[config.mk]
export PLATFORM = sky130hd
export DESIGN_NAME = bus_reset_seq
export DESIGN_NICKNAME = d
export VERILOG_FILES = /design/src/rtl/bus_rst_pkg.sv /design/src/rtl/rst_hold_timer.sv /design/src/rtl/strap_capture.sv /design/src/rtl/agent_oe_model.sv /design/src/rtl/bus_reset_seq.sv
export SDC_FILE = /design/constraint.sdc
export NUM_CORES = 1
export LEC_CHECK = 0
export ABC_AREA = 1
export BUFFER_PORTS_ARGS = -buffer_cell sky130_fd_sc_hd__buf_2
export CORE_MARGIN = 8
export CORE_UTILIZATION = 50
export CTS_CLUSTER_SIZE = 12
export DETAILED_ROUTE_END_ITERATION = 10
export GPL_TIMING_DRIVEN = 1
export PLACE_DENSITY = 0.74
export SETUP_SLACK_MARGIN = 0.1
export SYNTH_ARGS = -nofsm -noshare
export SYNTH_HDL_FRONTEND = slang
export SYNTH_HIERARCHICAL = 1
export SYNTH_SLANG_ARGS = --single-unit
[constraint.sdc]
create_clock -name clk -period 1.4 [get_ports clk]
set_clock_uncertainty 0.05 [all_clocks]
set_input_delay 0.28 -clock clk [delete_from_list [all_inputs] [get_ports clk]]
set_output_delay 0.28 -clock clk [all_outputs]
set_load 0.01 [all_outputs]
[src/rtl/bus_rst_pkg.sv]
package bus_rst_pkg;
  // Hold-timer phase
  typedef enum logic {
    PH_HELD = 1'b0,
    PH_RUN  = 1'b1
  } rst_phase_e;
endpackage

[src/rtl/rst_hold_timer.sv]
module rst_hold_timer #(
  parameter int HOLD_CYC = 100000
) (
  input  logic clk,
  input  logic pwr_ok,
  input  logic clk_ok,
  input  logic warm_req,
  output logic rst_n,
  output logic rel_now
);
  import bus_rst_pkg::*;

  localparam int CW = (HOLD_CYC < 2) ? 1 : $clog2(HOLD_CYC);
  localparam logic [CW-1:0] LAST = CW'(HOLD_CYC - 1);

  rst_phase_e    phase;
  logic [CW-1:0] cnt;
  logic          at_last;

  assign at_last = (cnt == LAST);
  assign rel_now = (phase == PH_HELD) && !warm_req && clk_ok && at_last;
  assign rst_n   = (phase == PH_RUN);

  always_ff @(posedge clk or negedge pwr_ok) begin
    if (!pwr_ok) begin
      phase <= PH_HELD;
      cnt   <= '0;
    end else if (warm_req) begin
      phase <= PH_HELD;
      cnt   <= '0;
    end else if (phase == PH_HELD) begin
      if (!clk_ok) begin
        cnt <= '0;
      end else if (at_last) begin
        phase <= PH_RUN;
        cnt   <= '0;
      end else begin
        cnt <= cnt + 1'b1;
      end
    end
  end
endmodule

[src/rtl/strap_capture.sv]
module strap_capture #(
  parameter int STRAP_W = 8
) (
  input  logic               clk,
  input  logic               pwr_ok,
  input  logic               cap_en,
  input  logic [STRAP_W-1:0] strap_in,
  output logic [STRAP_W-1:0] strap_q
);
  always_ff @(posedge clk or negedge pwr_ok) begin
    if (!pwr_ok)     strap_q <= '0;
    else if (cap_en) strap_q <= strap_in;
  end
endmodule

[src/rtl/agent_oe_model.sv]
module agent_oe_model #(
  parameter int OE_LAT = 2
) (
  input  logic clk,
  input  logic pwr_ok,
  input  logic rst_seen_n,
  output logic oe
);
  generate
    if (OE_LAT <= 1) begin : g_one
      always_ff @(posedge clk or negedge pwr_ok) begin
        if (!pwr_ok) oe <= 1'b0;
        else         oe <= rst_seen_n;
      end
    end else begin : g_two
      logic stage1;
      always_ff @(posedge clk or negedge pwr_ok) begin
        if (!pwr_ok) begin
          stage1 <= 1'b0;
          oe     <= 1'b0;
        end else begin
          stage1 <= rst_seen_n;
          oe     <= stage1;
        end
      end
    end
  endgenerate
endmodule

[src/rtl/bus_reset_seq.sv]
module bus_reset_seq #(
  parameter int HOLD_CYC = 100000,
  parameter int STRAP_W  = 8,
  parameter int TRI_BIT  = 7,
  parameter int OE_LAT   = 2
) (
  input  logic               clk,
  input  logic               pwr_ok,
  input  logic               clk_ok,
  input  logic               warm_req,
  input  logic [STRAP_W-1:0] strap_in,
  output logic               bus_rst_n,
  output logic [STRAP_W-1:0] strap_q,
  output logic               agent_oe,
  output logic               vec_start
);
  logic rel_now;
  logic rel_d;

  rst_hold_timer #(.HOLD_CYC(HOLD_CYC)) u_timer (
    .clk      (clk),
    .pwr_ok   (pwr_ok),
    .clk_ok   (clk_ok),
    .warm_req (warm_req),
    .rst_n    (bus_rst_n),
    .rel_now  (rel_now)
  );

  strap_capture #(.STRAP_W(STRAP_W)) u_strap (
    .clk      (clk),
    .pwr_ok   (pwr_ok),
    .cap_en   (rel_now),
    .strap_in (strap_in),
    .strap_q  (strap_q)
  );

  agent_oe_model #(.OE_LAT(OE_LAT)) u_agent (
    .clk        (clk),
    .pwr_ok     (pwr_ok),
    .rst_seen_n (bus_rst_n),
    .oe         (agent_oe)
  );

  // Start pulse one clock after release, unless tristate strap set
  always_ff @(posedge clk or negedge pwr_ok) begin
    if (!pwr_ok) begin
      rel_d     <= 1'b0;
      vec_start <= 1'b0;
    end else begin
      rel_d     <= rel_now;
      vec_start <= rel_d && !strap_q[TRI_BIT];
    end
  end
endmodule

# Word-level counts from Yosys, hierarchy flattened
# Index checks and enable logic that the tools add are counted.
# word_totals
out_inout_bits,11
inputBits,12
reg_bits,30
elab_cells,25
# op_classes
reduce_logical,6
n_eq_ne,2
n_addsub,1
muxes,8
n_bitwise,1
# ops
operator,count
17-bit 2-to-1 mux,4
17-bit by 1-bit adder with 17-bit output (second input constant),1
17-bit == test (second input constant),1
1-bit logical AND,4
1-bit 2-to-1 mux,4
1-bit zero test,2
2-bit != test (second input constant),1
1-bit NOT,1

# Depth between registers and ports, before layout
# logic_depth
depth_word,5
depth_mapped,10
depth_no_buf,9

# Hierarchy
# The synthesis kept the hierarchy.
# modules_own_cells
mod,cells_per_inst,instances,seq_area_each_um2,area_per_inst_um2
rst_hold_timer,175,1,450.4,1164.9
strap_capture,34,1,200.2,305.3
bus_reset_seq,4,1,50.0,60.1
agent_oe_model,2,1,50.0,50.0

# Worst setup path after synthesis
# Ideal clock, no wire load.
# synth_timing
kind,register -> register
startpoint,register u_timer.cnt[0]
endpoint,register u_strap.strap_q[7]
n_path_buf,1
arrival_time_ns,1.308
t_required_ns,1.233
synth_period_minus_slack_ns,1.475
setup_ns,0.117
path_slack_ns,-0.075
stages_incl_launch_ff,10
path_cell_list,dfrtp_1 > ha_1 > nand4_1 > nor2_1 > nand2_1 > nor2_1 > buf_6 > inv_2 > nand2_1 > nand2_1
# synth_between
elab_chain_len,2
# synth_lines
item,line,rtl
"start, declared",rst_hold_timer.sv:17,logic [CW-1:0] cnt;
"start signal, assigned",rst_hold_timer.sv:38,cnt <= cnt + 1'b1;
17-bit == test,rst_hold_timer.sv:20,assign at_last = (cnt == LAST);
1-bit logical AND,rst_hold_timer.sv:21,assign rel_now = (phase == PH_HELD) && !warm_req && clk_ok && at_last;
net rel_now,bus_reset_seq.sv:17,logic rel_now;
"end signal, assigned",strap_capture.sv:12,else if (cap_en) strap_q <= strap_in;
"end, declared",strap_capture.sv:8,output logic [STRAP_W-1:0] strap_q
# The timed path passes the listed nets, and every way through them passes these cells.
# A chain may end at the register's enable or synchronous reset.

# Final worst setup path
# layout_timing
startpoint,register u_timer.cnt[0]
endpoint,register u_strap.strap_q[3]
# Same word-level chain as after synthesis.

==> flow_metrics.env <==
export IMPL_tns_ns=-0.590
export IMPL_synth_warnings=6
export IMPL_worstPathArrival_ns=1.68
export IMPL_p_int_uw=1270
export IMPL_crit_slowest_cell="dfrtp_1"
export IMPL_cts_tree="built"
export IMPL_vias_per_cell=4.85
export IMPL_synth_area_um2=1580
export IMPL_post_synth_inst_count=215
export IMPL_fin_crit_ns=1.46
export IMPL_dieArea_um2=5220
export IMPL_gp_congestion=0.852
export IMPL_synth_mux_area_frac=0
export IMPL_worst_pin_slew_ns=0.340
export IMPL_hold_ws_ns=0.0939
export IMPL_drc=0
export IMPL_cp_data_required_time_ns=1.62
export IMPL_synthXorXnorAreaFrac=0.0277
export IMPL_clock_sinks=30
export IMPL_grt_pass1_wl_um=6690
export IMPL_whs_path_depth=3
export IMPL_crit_top_cell="nand2_2"
export IMPL_dp_hpwl_um=2860
export IMPL_slowest_delay_ns=0.41
export IMPL_fin_util=0.725
export IMPL_power_total_uw=1620
export IMPL_power_density_nw_per_um2=738
export IMPL_worstReg2RegStart="u_timer/cnt[0]$_DFFE_PN0P_"
export IMPL_die_width_um=72.2
export IMPL_h_tree_depth=2
export IMPL_relSlewSlack=0.773
export IMPL_maxCapViolCount=0
export IMPL_clk_latency_ns=0.33
export IMPL_hold_path_class="in -> reg"
export IMPL_yosys_area_share_simple=0.372
export IMPL_die_height_um=72.2
export IMPL_layout_worst_path_cycle_share=1.04
export IMPL_cts_root_buffer="clkbuf_4"
export IMPL_ir_worst_vdd_mv=0.466
export IMPL_timing_fmax_mhz=685
export IMPL_timing_final_ws_setup_ns=-0.0598
export IMPL_yosysSeqAreaShare=0.475
export IMPL_grt_max_degree=19
export IMPL_power_frac_seq=0.538
export IMPL_rows=20
export IMPL_drt_iter0_drc=78
export IMPL_p_sw_uw=347
export IMPL_ant_nets=0
export IMPL_layout_drive_gt1_share=0.370
export IMPL_hold_path_end="u_strap/strap_q[6]$_DFFE_PN0P_"
export IMPL_cp_cell_sequence="ha_4 > nand4_1 > nor2_1 > nand2_2 > nor2_4 > buf_6 > nand2_2 > nand2_2"
export IMPL_r2r_end="u_strap/strap_q[3]$_DFFE_PN0P_"
export IMPL_netSwitchingFraction=0.214
export IMPL_path_max_fanout=6
export IMPL_overflow=0
export IMPL_rsz0062_at_grt="yes"
export IMPL_violations="setup timing"
export IMPL_p_leak_uw=0.00110
export IMPL_slew_viol_final=0
export IMPL_numCtsBuffers=5
export IMPL_pre_cts_ws_ns=-0.0491
export IMPL_vias=1537
export IMPL_core_area_um2=3030
export IMPL_antenna_found_initial=0
export IMPL_routedWlPerCell_um=12.3
export IMPL_grt_pass1_vias=1483
export IMPL_path_clk_slew_ns=0.09
export IMPL_synth_seq_cells=30
export IMPL_endpoint_kind="flop"
export IMPL_hold_viol_final=0
export IMPL_io_buffers=22
export IMPL_reg2reg_setup_slack_ns=-0.06
export IMPL_io_pin_count=23
export IMPL_mostFrequentLayoutCell="nand2_1"
export IMPL_diodes=0
export IMPL_r2r_cells=8
export IMPL_initial_core_util=0.522
export IMPL_syn2layout_area_growth_pct=39.0
export IMPL_cp_start_kind="flop"
export IMPL_synth_cell_types=21
export IMPL_combPwrFrac=0.050
export IMPL_crit_type="reg -> reg"
export IMPL_synth_fp_nets=228
export IMPL_setup_viol=16
export IMPL_outcome="finished with violations"
export IMPL_nets=285
export IMPL_synth_compound_area_frac=0.0570
export IMPL_drt_first_pass_iters=4
export IMPL_synth_top_family_by_area="simple AND/OR/NAND/NOR gates"
export IMPL_clkPwrFrac=0.412
export IMPL_wl_um=3890
export IMPL_synth_adder_area_share=0.00792
export IMPL_grt_usage=0.163
export IMPL_layout_common_cells="nand2_1, dfrtp_1, buf_4"
export IMPL_cts_max_path_buffers=2
export IMPL_postSynthAreaPerCell_um2=7.35
export IMPL_min_from="strap_in[6]"
critical path: cells and delay by family (launching register included):
kind	cells	cell delay (ns)
fa+ha+maj	1	0.17
simple gates	6	0.62
buf+inv	1	0.15
flops	1	0.41
timing repair:
action	in CTS	in global routing
gates resized for setup	22	15
endpoints found under the hold margin	12	0
hold buffers	1	0
endpoints found under the setup margin	25	27
buffers inserted	3	1
pin swaps	14	6
synth_stat cells:
library cell	instances	area, um^2
nand2_1	86	323
dfrtp_1	30	751
nor2_1	27	101
inv_1	18	67.6
nand3_1	13	65.1
o21ai_0	6	30.0
o21ai_1	6	30.0
nand2_2	5	31.3
nand4_1	5	31.3
nor2_2	4	25.0
xor2_1	4	35.0
o21bai_1	2	15.0
buf_2	1	5.00
buf_4	1	7.51
buf_6	1	11.3
ha_1	1	12.5
inv_2	1	3.75
nor2_4	1	11.3
o21ai_2	1	8.76
o22ai_1	1	6.26
xnor2_1	1	8.76
area by class of cell:
cell class              instances  area [um^2]
multi-input cells             163          862
repair buffers                 53          377
clock inverters                 3         40.0
flip-flops and latches         30          751
fillers                       235          832
inverters                      19         73.8
well taps                      44         55.1
clock buffers                   5         37.5
power by group through the flow:
stage / clock (uW) / sequential (uW) / combinational (uW)
3_5_place_dp: 0 / 889 / 70.2
3_3_place_gp: 0 / 889 / 70.4
4_1_cts: 690 / 872 / 81.7
2_1_floorplan: 0 / 890 / 16.1
6_report: 667 / 872 / 81.3
5_1_grt: 724 / 872 / 91.8
worst max-delay path by stage:
stage	from	end	slack [ns]
floorplan	u_timer/cnt[0]$_DFFE_PN0P_	u_strap/strap_q[7]$_DFFE_PN0P_	-0.01
global placement	u_timer/cnt[1]$_DFFE_PN0P_	u_strap/strap_q[3]$_DFFE_PN0P_	-0.002
detailed placement	u_timer/cnt[1]$_DFFE_PN0P_	u_strap/strap_q[0]$_DFFE_PN0P_	-0.05
CTS	u_timer/cnt[1]$_DFFE_PN0P_	u_strap/strap_q[2]$_DFFE_PN0P_	-0.003
global route	u_timer/cnt[0]$_DFFE_PN0P_	u_strap/strap_q[3]$_DFFE_PN0P_	-0.20
finish	u_timer/cnt[0]$_DFFE_PN0P_	u_strap/strap_q[3]$_DFFE_PN0P_	-0.06
registers in the layout, indices dropped and copies added (netlist names):
name / cells
vec_start: 1
u_timer/rst_n: 1
rel_d: 1
u_agent/g_two.stage1: 1
u_timer/cnt: 17
u_agent/oe: 1
u_strap/strap_q: 8
stage by stage:
step / area, um^2 / std cells
finish: 2200 / 317
global route: 2200 / 317
CTS: 2150 / 316
detailed placement: 1960 / 304
global placement: 1960 / 304
floorplan: 1610 / 215
cell families after synthesis:
| kind of cell | after synthesis |
|---|---|
| and+or+nand+nor | 141 |
| adders and majority gates | 1 |
| xor gates and xnor gates | 5 |
| AOI/OAI and AO/OA | 16 |
| buffers and inverters | 22 |
| DFF | 30 |
metal layers:
metal,track usage,vias to the layer above,share of wire
li1,-,790,-
met1,0.191,705,0.43
met2,0.253,37,0.49
met3,0.0606,5,0.072
met4,0.0839,0,0.011
met5,0,-,0
(Power assumes the default switching activity.)
